<file path="src/rtl/priv_csr_unit.sv">
module priv_csr_unit #(
  parameter int XLEN    = 32,
  parameter int HAS_EXT = 0
) (
  input  logic            clk,
  input  logic            rst_n,
  input  logic            csr_valid,
  input  logic            csr_we,
  input  logic [11:0]     csr_addr,
  input  logic [XLEN-1:0] csr_wdata,
  output logic [XLEN-1:0] csr_rdata,
  output logic            csr_illegal,
  input  logic            hw_msip,
  input  logic            hw_mtip,
  input  logic            hw_seip,
  input  logic            hw_meip,
  output logic            tlb_flush
);
  localparam logic [11:0] A_S_STAT = 12'h100, A_S_IE = 12'h104, A_S_VEC = 12'h105,
                          A_S_SCR = 12'h140, A_S_EPC = 12'h141, A_S_CAU = 12'h142,
                          A_S_TVAL = 12'h143, A_S_IP = 12'h144,
                          A_M_STAT = 12'h300, A_M_EDEL = 12'h302, A_M_IDEL = 12'h303,
                          A_M_IE = 12'h304, A_M_VEC = 12'h305, A_M_SCR = 12'h340,
                          A_M_EPC = 12'h341, A_M_CAU = 12'h342, A_M_TVAL = 12'h343,
                          A_M_IP = 12'h344;

  localparam logic [XLEN-1:0] EXT_FIELD  = XLEN'(32'h0001_8000);
  localparam logic [XLEN-1:0] STAT_WMASK = XLEN'(32'h007E_79AA) | ((HAS_EXT != 0) ? EXT_FIELD : '0);
  localparam logic [XLEN-1:0] SVIEW_MASK = XLEN'(32'h0005_E122);
  localparam logic [XLEN-1:0] XLATE_MASK = XLEN'(32'h000E_1800);
  localparam logic [XLEN-1:0] DELEG_MASK = XLEN'(32'h0000_0222);
  localparam logic [XLEN-1:0] IE_MASK    = XLEN'(32'h0000_02AA);
  localparam logic [XLEN-1:0] IPSW_MASK  = XLEN'(32'h0000_0022);
  localparam logic [XLEN-1:0] EDEL_MASK  = XLEN'(32'h0000_BBFF);
  localparam logic [XLEN-1:0] SSIP_BIT   = XLEN'(32'h0000_0002);

  logic [XLEN-1:0] status_q, ie_q, ipsw_q, ideleg_q, edeleg_q, mvec_q, svec_q;
  logic [XLEN-1:0] mscr_q, mepc_q, mcau_q, mtval_q, sscr_q, sepc_q, scau_q, stval_q;
  logic            flush_q;

  logic            dirty;
  logic [XLEN-1:0] status_rd, ip_view, stat_src, stat_new;
  logic            hit, wr, stat_wr;

  assign dirty     = (status_q[14:13] == 2'b11) || (status_q[16:15] == 2'b11);
  assign status_rd = status_q | (XLEN'(dirty) << (XLEN - 1));
  assign ip_view   = ipsw_q | (XLEN'(hw_msip) << 3) | (XLEN'(hw_mtip) << 7)
                   | (XLEN'(hw_seip) << 9) | (XLEN'(hw_meip) << 11);

  always_comb begin
    hit = 1'b1;
    csr_rdata = '0;
    unique case (csr_addr)
      A_S_STAT: csr_rdata = status_rd & (SVIEW_MASK | (XLEN'(1) << (XLEN - 1)));
      A_S_IE:   csr_rdata = ie_q & ideleg_q;
      A_S_IP:   csr_rdata = ip_view & ideleg_q;
      A_S_VEC:  csr_rdata = svec_q;
      A_S_SCR:  csr_rdata = sscr_q;
      A_S_EPC:  csr_rdata = sepc_q;
      A_S_CAU:  csr_rdata = scau_q;
      A_S_TVAL: csr_rdata = stval_q;
      A_M_STAT: csr_rdata = status_rd;
      A_M_EDEL: csr_rdata = edeleg_q;
      A_M_IDEL: csr_rdata = ideleg_q;
      A_M_IE:   csr_rdata = ie_q;
      A_M_IP:   csr_rdata = ip_view;
      A_M_VEC:  csr_rdata = mvec_q;
      A_M_SCR:  csr_rdata = mscr_q;
      A_M_EPC:  csr_rdata = mepc_q;
      A_M_CAU:  csr_rdata = mcau_q;
      A_M_TVAL: csr_rdata = mtval_q;
      default:  hit = 1'b0;
    endcase
    if (!csr_valid) csr_rdata = '0;
  end

  assign csr_illegal = csr_valid && !hit;
  assign wr          = csr_valid && csr_we && hit;
  assign stat_wr     = wr && (csr_addr == A_M_STAT || csr_addr == A_S_STAT);
  assign stat_src    = (csr_addr == A_M_STAT) ? csr_wdata
                     : ((status_q & ~SVIEW_MASK) | (csr_wdata & SVIEW_MASK));
  assign stat_new    = (status_q & ~STAT_WMASK) | (stat_src & STAT_WMASK);
  assign tlb_flush   = flush_q;

  always_ff @(posedge clk or negedge rst_n) begin
    if (!rst_n) begin
      status_q <= '0; ie_q <= '0; ipsw_q <= '0; ideleg_q <= '0; edeleg_q <= '0;
      mvec_q <= '0; svec_q <= '0; mscr_q <= '0; mepc_q <= '0; mcau_q <= '0;
      mtval_q <= '0; sscr_q <= '0; sepc_q <= '0; scau_q <= '0; stval_q <= '0;
      flush_q <= 1'b0;
    end else begin
      flush_q <= stat_wr && (((stat_new ^ status_q) & XLATE_MASK) != '0);
      if (stat_wr) status_q <= stat_new;
      if (wr) begin
        case (csr_addr)
          A_M_IE:   ie_q     <= csr_wdata & IE_MASK;
          A_S_IE:   ie_q     <= (ie_q & ~ideleg_q) | (csr_wdata & ideleg_q);
          A_M_IP:   ipsw_q   <= csr_wdata & IPSW_MASK;
          A_S_IP:   ipsw_q   <= (ipsw_q & ~(SSIP_BIT & ideleg_q)) | (csr_wdata & SSIP_BIT & ideleg_q);
          A_M_IDEL: ideleg_q <= csr_wdata & DELEG_MASK;
          A_M_EDEL: edeleg_q <= csr_wdata & EDEL_MASK;
          A_M_VEC:  mvec_q   <= csr_wdata & ~XLEN'(2);
          A_S_VEC:  svec_q   <= csr_wdata & ~XLEN'(3);
          A_M_SCR:  mscr_q   <= csr_wdata;
          A_M_EPC:  mepc_q   <= csr_wdata;
          A_M_CAU:  mcau_q   <= csr_wdata;
          A_M_TVAL: mtval_q  <= csr_wdata;
          A_S_SCR:  sscr_q   <= csr_wdata;
          A_S_EPC:  sepc_q   <= csr_wdata;
          A_S_CAU:  scau_q   <= csr_wdata;
          A_S_TVAL: stval_q  <= csr_wdata;
          default: ;
        endcase
      end
    end
  end


  flush_cause_chk: assert property (@(posedge clk) disable iff (!rst_n)
    tlb_flush |-> $past(csr_valid && csr_we && (csr_addr == A_M_STAT || csr_addr == A_S_STAT)));


  ext_field_chk: assert property (@(posedge clk) disable iff (!rst_n)
    (HAS_EXT != 0) || (status_q[16:15] == 2'b00));


  sip_view_chk: assert property (@(posedge clk) disable iff (!rst_n)
    (csr_valid && csr_addr == A_S_IP) |-> ((csr_rdata & ~ideleg_q) == '0));


  mvec_bit1_chk: assert property (@(posedge clk) disable iff (!rst_n)
    (csr_valid && csr_we && csr_addr == A_M_VEC) |=> (mvec_q[1] == 1'b0));


  illegal_ignore_chk: assert property (@(posedge clk) disable iff (!rst_n)
    (csr_valid && csr_we && csr_illegal) |=> ($stable(status_q) && $stable(ie_q) && $stable(ipsw_q)));
endmodule

</file>
<file path="config.mk">
export PLATFORM = sky130hd
export DESIGN_NAME = priv_csr_unit
export DESIGN_NICKNAME = d
export VERILOG_FILES = /design/src/rtl/priv_csr_unit.sv
export SDC_FILE = /design/constraint.sdc
export NUM_CORES = 1
export LEC_CHECK = 0
export ABC_CLOCK_PERIOD_IN_PS = 1820
export BUFFER_PORTS_ARGS = -buffer_cell sky130_fd_sc_hd__buf_2
export CAP_MARGIN = 20
export CELL_PAD_IN_SITES_DETAIL_PLACEMENT = 1
export CELL_PAD_IN_SITES_GLOBAL_PLACEMENT = 1
export CORE_MARGIN = 2
export CORE_UTILIZATION = 51
export CTS_CLUSTER_SIZE = 30
export DETAILED_ROUTE_END_ITERATION = 8
export GPL_TIMING_DRIVEN = 0
export PLACE_DENSITY_LB_ADDON = 0.1
export REMOVE_ABC_BUFFERS = 1
export SYNTH_ARGS = -nofsm -noshare
export SYNTH_HDL_FRONTEND = slang
export SYNTH_SLANG_ARGS = --single-unit
</file>
<file path="constraint.sdc">
create_clock -name clk -period 1.82 [get_ports clk]
set_input_delay 0 -clock clk [delete_from_list [all_inputs] [get_ports clk]]
set_output_delay 0 -clock clk [all_outputs]
set_load 0.01 [all_outputs]
</file>
Yosys cells after proc, flatten, opt, wreduce, memory -nomap -nowiden
Index checks and enable logic that the tools add are counted.
{ "classes": {"n_addsub": 0, "mul": 0, "div_mod_pow": 0, "order_cmp": 0, "n_eq_ne": 20, "n_shift": 0, "muxes": 6, "bitwise": 18, "reduce_logical": 26} }
{ "ops": {"columns": ["op", "n"], "rows": [
  ["one-hot mux 32 bit (18 select lines)", 1],
  ["one-hot mux 32 bit (2 select lines)", 2],
  ["== test 12 x 10 -> 1 bit, second input constant", 10],
  ["bitwise AND 32 x 10 -> 32 bit", 3],
  ["== test 12 x 9 -> 1 bit, second input constant", 8],
  ["bitwise AND 32 bit", 2],
  ["OR 32 x 10 -> 32 bit", 2],
  ["OR 32 bit", 2],
  ["two-way mux 32 bit", 1],
  ["NOT 10 -> 32 bit", 1],
  ["NOT 2 -> 32 bit", 1],
  ["OR 32 x 12 -> 32 bit", 1],
  ["OR 32 x 23 -> 32 bit", 1],
  ["OR 32 x 4 -> 32 bit", 1],
  ["OR 32 x 8 -> 32 bit", 1],
  ["nonzero test 32 bit", 1],
  ["AND reduction 2 bit", 14],
  ["two-way mux 23 bit", 1],
  ["OR 23 x 19 -> 23 bit", 1],
  ["bitwise XOR 20 bit", 1],
  ["OR reduction 18 bit", 1],
  ["bitwise AND 2 x 10 -> 10 bit", 1],
  ["logical AND 1 bit", 5],
  ["== test 2 bit, second input constant", 2],
  ["4 further kinds", 6]
]} }
{ "word_totals": {"ff_bits": 431, "latchBits": 0, "ramBits": 0, "rom_bits": 0, "wordCells": 86, "n_memories": 0} }

Logic depth before layout (Yosys ltp)
Gate-level depths: netlist of run 1.
{ "logic_depth": {"depth_word": 7, "depth_mapped": 9, "ltp_nobuf": 5} }

Worst setup path after synthesis of run 1
No wires, ideal clock.
{ "synth_timing": {"path_kind": "input port to flip-flop", "startpoint": "in csr_addr[3]", "endpoint": "reg sscr_q[10]", "setup_time_ns": 0.125, "arrival_ns": 1.506, "required_ns": 1.695, "path_slack_ns": 0.188, "path_stages": 7, "n_path_buf": 3, "path_cell_list": "buf_2 nor4_4 and3_1 buf_2 nand2_2 buf_6 mux2_4"} }
{ "synth_between": {"elab_chain_cells": 5} }
{ "synth_rtl": {"columns": ["item", "line", "rtl"], "rows": [
  ["start, declared", "9", "input logic [11:0] csr_addr,"],
  ["== test 12 x 10 -> 1 bit (tied with other cells)", "53", "unique case (csr_addr)"],
  ["OR reduction 18 bit (no line)", null, null],
  ["two-way mux 1 bit", "53", null],
  ["logical AND 1 bit", "78", "assign wr = csr_valid && csr_we && hit;"],
  ["AND reduction 2 bit (no line) (*)", null, null],
  ["end signal, assigned", "108", "A_S_SCR: sscr_q <= csr_wdata;"],
  ["end, declared", "38", "logic [XLEN-1:0] mscr_q, mepc_q, mcau_q, mtval_q, sscr_q, sepc_q, scau_q, stval_q;"]
]} }
Every way passes the cells marked *; elsewhere a longest branch is shown, timed or not.
A chain may end at the register's enable or synchronous reset.

Worst setup path in the final report of run 1
{ "layout_timing": {"startpoint": "reg stval_q[3]", "endpoint": "out csr_rdata[3]"} }
{ "layout_between": {"elab_chain_cells": 2} }
{ "layout_rtl": {"columns": ["item", "line", "rtl"], "rows": [
  ["start, declared", "38", null],
  ["start signal, assigned", "111", "A_S_TVAL: stval_q <= csr_wdata;"],
  ["one-hot mux 32 bit (18 select lines)", "53", null],
  ["two-way mux 32 bit", "74", "if (!csr_valid) csr_rdata = '0;"],
  ["end, declared", "11", "output logic [XLEN-1:0] csr_rdata,"]
]} }
Every way passes these cells.

==> results of run 1 <==
==> cells in the mapped netlist, types with 4 or more instances <==
master / number
dfrtp_1: 357
mux2_2: 341
buf_2: 49
mux2i_1: 42
nand2_1: 42
a22oi_1: 38
clkbuf_1: 36
a21oi_1: 34
mux2_4: 31
nor2_1: 31
o21ai_0: 27
nand3_1: 25
buf_1: 19
a31oi_1: 18
mux2_1: 16
buf_6: 14
a222oi_1: 13
and3_1: 12
nor3_1: 12
nor3b_1: 11
a221oi_1: 8
o22ai_1: 8
o31ai_1: 8
nand3b_1: 7
nand4_1: 7
o2bb2ai_1: 7
a32oi_1: 6
a41oi_1: 5
mux4_2: 5
nand2_2: 5
xnor2_1: 5
and2_1: 4
nor2b_1: 4
nor4b_4: 4
==> state kept, by name, indices dropped and copies added (netlist names), 31 cells and up <==
register,cells
mcau_q,32
mepc_q,32
mscr_q,32
mtval_q,32
scau_q,32
sepc_q,32
sscr_q,32
stval_q,32
mvec_q,31
==> cell families (layout without fill, tap and decap cells) <==
family          Yosys count  in the layout  share of synthesized area
mux                     435            435                      0.290
flops                   357            357                      0.516
compound gates          200            200                     0.0819
simple gates            197            201                     0.0721
buf+inv                 124            319                     0.0372
xor+xnor                  6              6                    0.00303
other cells               0              1                          0
==> worst min-delay path, cell delays in order <==
cell and delay [ns]:
buf_16 0.19, nor4_4 0.09, o21ai_0 0.09, mux2_1 0.13
==> per-stage QoR <==
stage | cell area (sq um) | setup WS, ns
6_report | 22000 | -0.501
5_1_grt | 22000 | -0.531
2_1_floorplan | 16700 | -1.13
3_3_place_gp | 17700 | -6.73
4_1_cts | 21400 | -0.458
3_5_place_dp | 18400 | -1.72
==> layer usage <==
metal  wire length (um)  global-route usage
met1              26300               0.474
met2              29500               0.536
met3               5550              0.0756
met4               3400               0.161
met5                 18                   0
==> repair_timing <==
| item | 4_1_cts | 5_1_grt |
|---|---|---|
| gates resized for setup | 146 | 72 |
| pin swaps | 51 | 54 |
| gates cloned | 9 | 1 |
| endpoints found under the hold margin | 435 | 0 |
| endpoints found under the setup margin | 385 | 119 |
| hold buffers | 33 | 0 |
| setup buffers | 67 | 28 |
==> where the power goes <==
part,switching [mW],internal (mW)
sequential,0.0117,7.96
clock,3.34,4.40
combinational,0.747,0.404
==> placed cells by master, fill, tap and decap left out, types with 15 or more instances in the layout <==
master / n
dlygate4sd3_1: 33
mux2i_1: 41
o21ai_0: 15
buf_2: 75
buf_16: 18
nand3_1: 20
mux2_4: 40
a21oi_1: 25
nand2_1: 34
mux2_1: 16
a22oi_1: 28
mux2_2: 332
buf_12: 16
clkbuf_16: 41
buf_4: 78
dfrtp_1: 357
nor2_1: 21
==> cell type report <==
| class | instances | area [sq um] |
|---|---|---|
| diodes | 1 | 2.50 |
| repair buffers | 251 | 2580 |
| clock inverters | 9 | 52.6 |
| fillers | 3101 | 11500 |
| clock buffers | 57 | 1160 |
| flip-flops and latches | 357 | 8930 |
| inverters | 2 | 10.0 |
| well taps | 448 | 561 |
| multi-input cells | 842 | 8680 |
==> worst max path at each step <==
stage / startpoint / endpoint / slack (ns) / cells past startpoint
detailed placement: csr_addr[0] / sscr_q[18] / -1.72 / 8
global placement: csr_addr[0] / mtval_q[17] / -6.73 / 4
CTS: stval_q[3] / csr_rdata[3] / -0.46 / 4
finish: stval_q[3] / csr_rdata[3] / -0.50 / 4
floorplan: csr_addr[0] / mtval_q[0] / -1.13 / 3
global route: stval_q[3] / csr_rdata[3] / -0.53 / 4
==> metrics.yaml, run 1 <==
placed_design:
  gp_congestion: 0.786
  hpwl_um: 33800
  place_inst: 1763
  io_buffers: 85
yosys:
  yosysSeqAreaShare: 0.516
  synth-async-reset-ratio: 1.00
  synthTopCellsByArea: "dfrtp_1 (52%), mux2_2 (22%), mux2_4 (2.7%), mux2i_1 (2.4%), a22oi_1 (1.6%)"
  synth_top_area_share: 0.516
  synth_top_area_cell: "dfrtp_1"
  ys_ff_latch: 357
  netlist_area_sq_um: 17300
  syn-instance-count: 1319
  syn_area_per_cell_sq_um: 13.1
  ys_types: 72
  synth_edf_count: 0
  ys_warn_count: 0
  ys.flop_type: "dfrtp_1"
timing:
  period_minus_slack_ns: 2.32
  fmax_ghz: 0.431
  fin_setup_tns_ns: -3.06
  fin_crit_sh: 1.28
  finalSetupViolations: 27
  skew_ns: 0.00748
  hold-worst-slack_ns: 0.0214
  fin_ws_ns: -0.501
  hold_viol_final: 0
  slew_viol_final: 0
  rsz0062_at_grt: "true"
  slew_headroom: 0.406
  tightest_slew_ns: 0.891
floorplan:
  io_pins: 86
  design.core.area_sq_um: 33400
  die_area_sq_um: 35400
  die_x_um: 188
  die_h_um: 188
  num_rows: 67
  initial_core_util: 0.518
pwr:
  p_per_area_nw_per_um2: 767
  ir_drop_mv: 0.581
  power.leakage_nw: 10.5
  total_power_mw: 16.9
layout:
  nets: 1546
  fin_cells: 1967
  finish.utilization: 0.657
  area_delta_synth_final_pct: 26.9
  drive_gt1_frac: 0.524
run:
  cap_violations: 0
detailed_routing:
  dr_total_vias: 13156
  drtPass1Iterations: 7
  ant_nets: 0
  drt-total-wl_um: 64800
  drc_errors: 0
  first_iter_violations: 1155
  wl_per_cell_um: 32.9
  via_per_inst: 6.69
worst_setup_path:
  endpoint_kind: "primary output"
  path_class: "flip-flop to primary output"
  crit_family: "compound AO/OA/AOI/OAI gates"
  critical_path.startpoint_type: "flip-flop"
  ff2ff_path_depth: 4
  timing.rr.start: "ideleg_q[1]"
  slowest_stage: "a222oi_1"
  arrival_ns: 2.32
  required_ns: 1.82
  r2r_slack_ns: 0.38
  crit_fanout: 2
  slowest_delay_ns: 0.49
  r2r-end: "ipsw_q[1]"
  cp_num_buf_inv: 1
  crit_chain: "mux4_2 > a222oi_1 > a31oi_1 > buf_2"
clock_tree:
  numCtsBuffers: 40
  insertion_delay_ns: 0.55
  cts_tree: "yes"
  clock_path_buffers: 3
  cts_root_buffer: "clkbuf_16"
  cts.sinks: 357
  cts.clk_slew.worst_paths_ns: 0.06
  cts-htree-levels: 2
global_route:
  antenna_found_initial: 2
  grt_max_degree: 101
  grt_pass1_vias: 13863
  track_usage: 0.348
  overflow: 0
  grt_pass1_wl_um: 91400
worst_hold_path:
  hp-class: "input pin to flip-flop"
  holdPathEnd: "ie_q[5]"
  min_from: "csr_addr[6]"
  hold_depth: 4
run_status:
  violations: "setup timing"
  outcome: "finished with violations"
Note: power is estimated with default switching activity, not from simulation.
==> run 2, diff against run 1 <==
--- a/config.mk
+++ b/config.mk
@@ -11,7 +11,8 @@
 export CELL_PAD_IN_SITES_DETAIL_PLACEMENT = 1
 export CELL_PAD_IN_SITES_GLOBAL_PLACEMENT = 1
 export CORE_MARGIN = 2
-export CORE_UTILIZATION = 51
+export CORE_UTILIZATION = 53
+export CTS_BUF_LIST = sky130_fd_sc_hd__clkbuf_8
 export CTS_CLUSTER_SIZE = 30
 export DETAILED_ROUTE_END_ITERATION = 8
 export GPL_TIMING_DRIVEN = 0
==> metrics.yaml, run 2 (synthesis results as in run 1) <==
floorplan:
  die_area_sq_um: 34100  # -3.7%
  io_pins: 86  # unchanged
  die_x_um: 185  # -1.9%
  design.core.area_sq_um: 32400  # -3.2%
  initial_core_util: 0.535  # +0.0172
  die_h_um: 185  # -1.9%
  num_rows: 66  # -1.5%
timing:
  fmax_ghz: 0.433  # +0.59%
  fin_setup_tns_ns: -6.59  # -3.52 ns
  tightest_slew_ns: 1.03  # +0.140 ns
  finalSetupViolations: 38  # +41%
  slew_viol_final: 0  # unchanged
  slew_headroom: 0.310  # -0.0966
  rsz0062_at_grt: "true"
  hold-worst-slack_ns: -0.0653  # -0.0868 ns
  period_minus_slack_ns: 2.31  # -0.0137 ns
  fin_crit_sh: 1.27  # -0.00752
  fin_ws_ns: -0.487  # +0.0137 ns
  skew_ns: 0.0275  # +0.0200 ns
  hold_viol_final: 59  # +59
clock_tree:
  insertion_delay_ns: 0.62  # +0.07 ns
  cts_root_buffer: "clkbuf_8"
  cts.clk_slew.worst_paths_ns: 0.06  # about the same
  clock_path_buffers: 3  # unchanged
  numCtsBuffers: 66  # +65%
  cts_tree: "yes"
  cts-htree-levels: 3  # +1
  cts.sinks: 357  # unchanged
run_status:
  violations: "hold timing, setup timing"
  outcome: "finished with violations"
detailed_routing:
  via_per_inst: 7.01  # +4.7%
  dr_total_vias: 14088  # +7.1%
  drt-total-wl_um: 71700  # +11%
  drtPass1Iterations: 7  # unchanged
  drc_errors: 0  # unchanged
  wl_per_cell_um: 35.7  # +8.3%
  ant_nets: 0  # unchanged
  first_iter_violations: 1502  # +30%
layout:
  final_cell_mix: "dfrtp_1 (356), mux2_2 (329), clkbuf_8 (77)"
  fillers: 2992  # -3.5%
  final_common_cell: "dfrtp_1"
  nets: 1576  # +1.9%
  drive_gt1_frac: 0.529  # +0.00562
  fin_area_sq_um: 22100  # +0.56%
  area_delta_synth_final_pct: 27.6
global_route:
  grt_max_degree: 119  # +18%
  track_usage: 0.389  # +0.0402
  grt_pass1_wl_um: 95600  # +4.7%
  grt_pass1_vias: 14411  # +4.0%
  overflow: 0  # unchanged
  antenna_found_initial: 4  # +2
placed_design:
  gp_congestion: 0.786  # about the same
  hpwl_um: 34300  # +1.4%
  placed_area_sq_um: 18300  # -0.29%
  io_buffers: 85  # unchanged
run:
  cap_violations: 0  # unchanged
worst_setup_path:
  required_ns: 1.82  # about the same
  critical_path.startpoint_type: "flip-flop"
  path_class: "flip-flop to primary output"
  arrival_ns: 2.31  # about the same
  endpoint_kind: "primary output"
  crit_fanout: 2  # unchanged
pwr:
  p_per_area_nw_per_um2: 755  # -1.5%
  ir_drop_mv: 0.704  # +21%
  power.leakage_nw: 10.7  # +1.4%
worst_hold_path:
  hp-class: "input pin to async pin"
-- run 2: changes by cell type in the layout (fill, tap and decap cells not counted), moves of 4 or more --
| cell | change |
|---|---|
| buf_8 | +7 |
| a21oi_2 | +4 |
| nand2_4 | -5 |
| a21oi_1 | -5 |
| nand2_2 | +4 |
| buf_4 | -11 |
| buf_6 | +9 |
| dlygate4sd3_1 | +4 |
| clkbuf_16 | -40 |
| buf_16 | -7 |
| clkbuf_8 | +70 |
| clkbuf_1 | -9 |
| inv_1 | +32 |
-- run 2: worst paths after layout --
| check | startpoint | end | slack [ns] | cells after the start |
|---|---|---|---|---|
| worst max register to register | status_q[11] | tlb_flush | 0.46 | 4 |
| worst min register to register | mcau_q[12] | mcau_q[12] | 0.49 | 1 |
| min in group clk | csr_addr[7] | ie_q[9] | 0.21 | 5 |
| worst min-delay path | rst_n | stval_q[7] | -0.07 | 2 |
| worst max-delay path | edeleg_q[7] | csr_rdata[7] | -0.49 | 5 |
| max in group asynchronous | rst_n | sepc_q[16] | 0.51 | 4 |
-- run 2: cell type report --
type / count / area (sq um) / area share
sequential: 357 / 8930 / 0.404
tap: 442 / 553 / 0.0250
clock buffer: 77 / 1060 / 0.0480
inverter: 2 / 8.76 / 0.000396
clock inverter: 35 / 135 / 0.00612
antenna: 1 / 2.50 / 0.000113
timing repair buffer: 256 / 2670 / 0.121
multi-input combinational: 841 / 8730 / 0.395
-- run 2: report_power, final --
group          leakage, nW  total [mW]  switching, mW  internal, mW
Combinational         4.93        1.22          0.794         0.430
Clock                0.736        7.50           3.69          3.81
Sequential            4.99        7.97         0.0130          7.96
-- run 2: layer usage --
layer | global-route usage | vias up | part of all wire
met5 | 0 | - | 0.00079
met4 | 0.220 | 6 | 0.067
met3 | 0.0901 | 381 | 0.10
met2 | 0.590 | 1023 | 0.45
met1 | 0.515 | 7302 | 0.38
li1 | - | 5376 | -
-- run 2: repair_timing --
| action | in CTS | in global routing |
|---|---|---|
| resized for setup | 151 | 92 |
| setup endpoints to repair | 385 | 113 |
| hold buffers | 36 | 1 |
| buffers inserted | 70 | 24 |
| hold endpoints to repair | 511 | 1 |
| pin swaps | 70 | 47 |
| gates cloned | 10 | 1 |
-- run 2: through the flow --
step | utilization | hold slack, ns | setup WS [ns] | std cells | total power, mW
floorplan | - | -0.296 | -1.13 | 1197 | 8.28
global placement | 0.545 | 0.365 | -6.60 | 1724 | 8.83
detailed placement | 0.566 | 0.00760 | -2.13 | 1758 | 8.90
CTS | 0.662 | -0.0408 | -0.405 | 1986 | 16.4
global route | 0.683 | -0.0157 | -0.423 | 2010 | 17.1
finish | 0.683 | -0.0653 | -0.487 | 2011 | 16.7
-- run 2: critical path: stages, from the launching register on --
cell and delay (ns):
dfrtp_1 0.38, a22oi_1 0.15, o41ai_1 0.55, o21ai_0 0.24, a21oi_2 0.20, buf_2 0.17
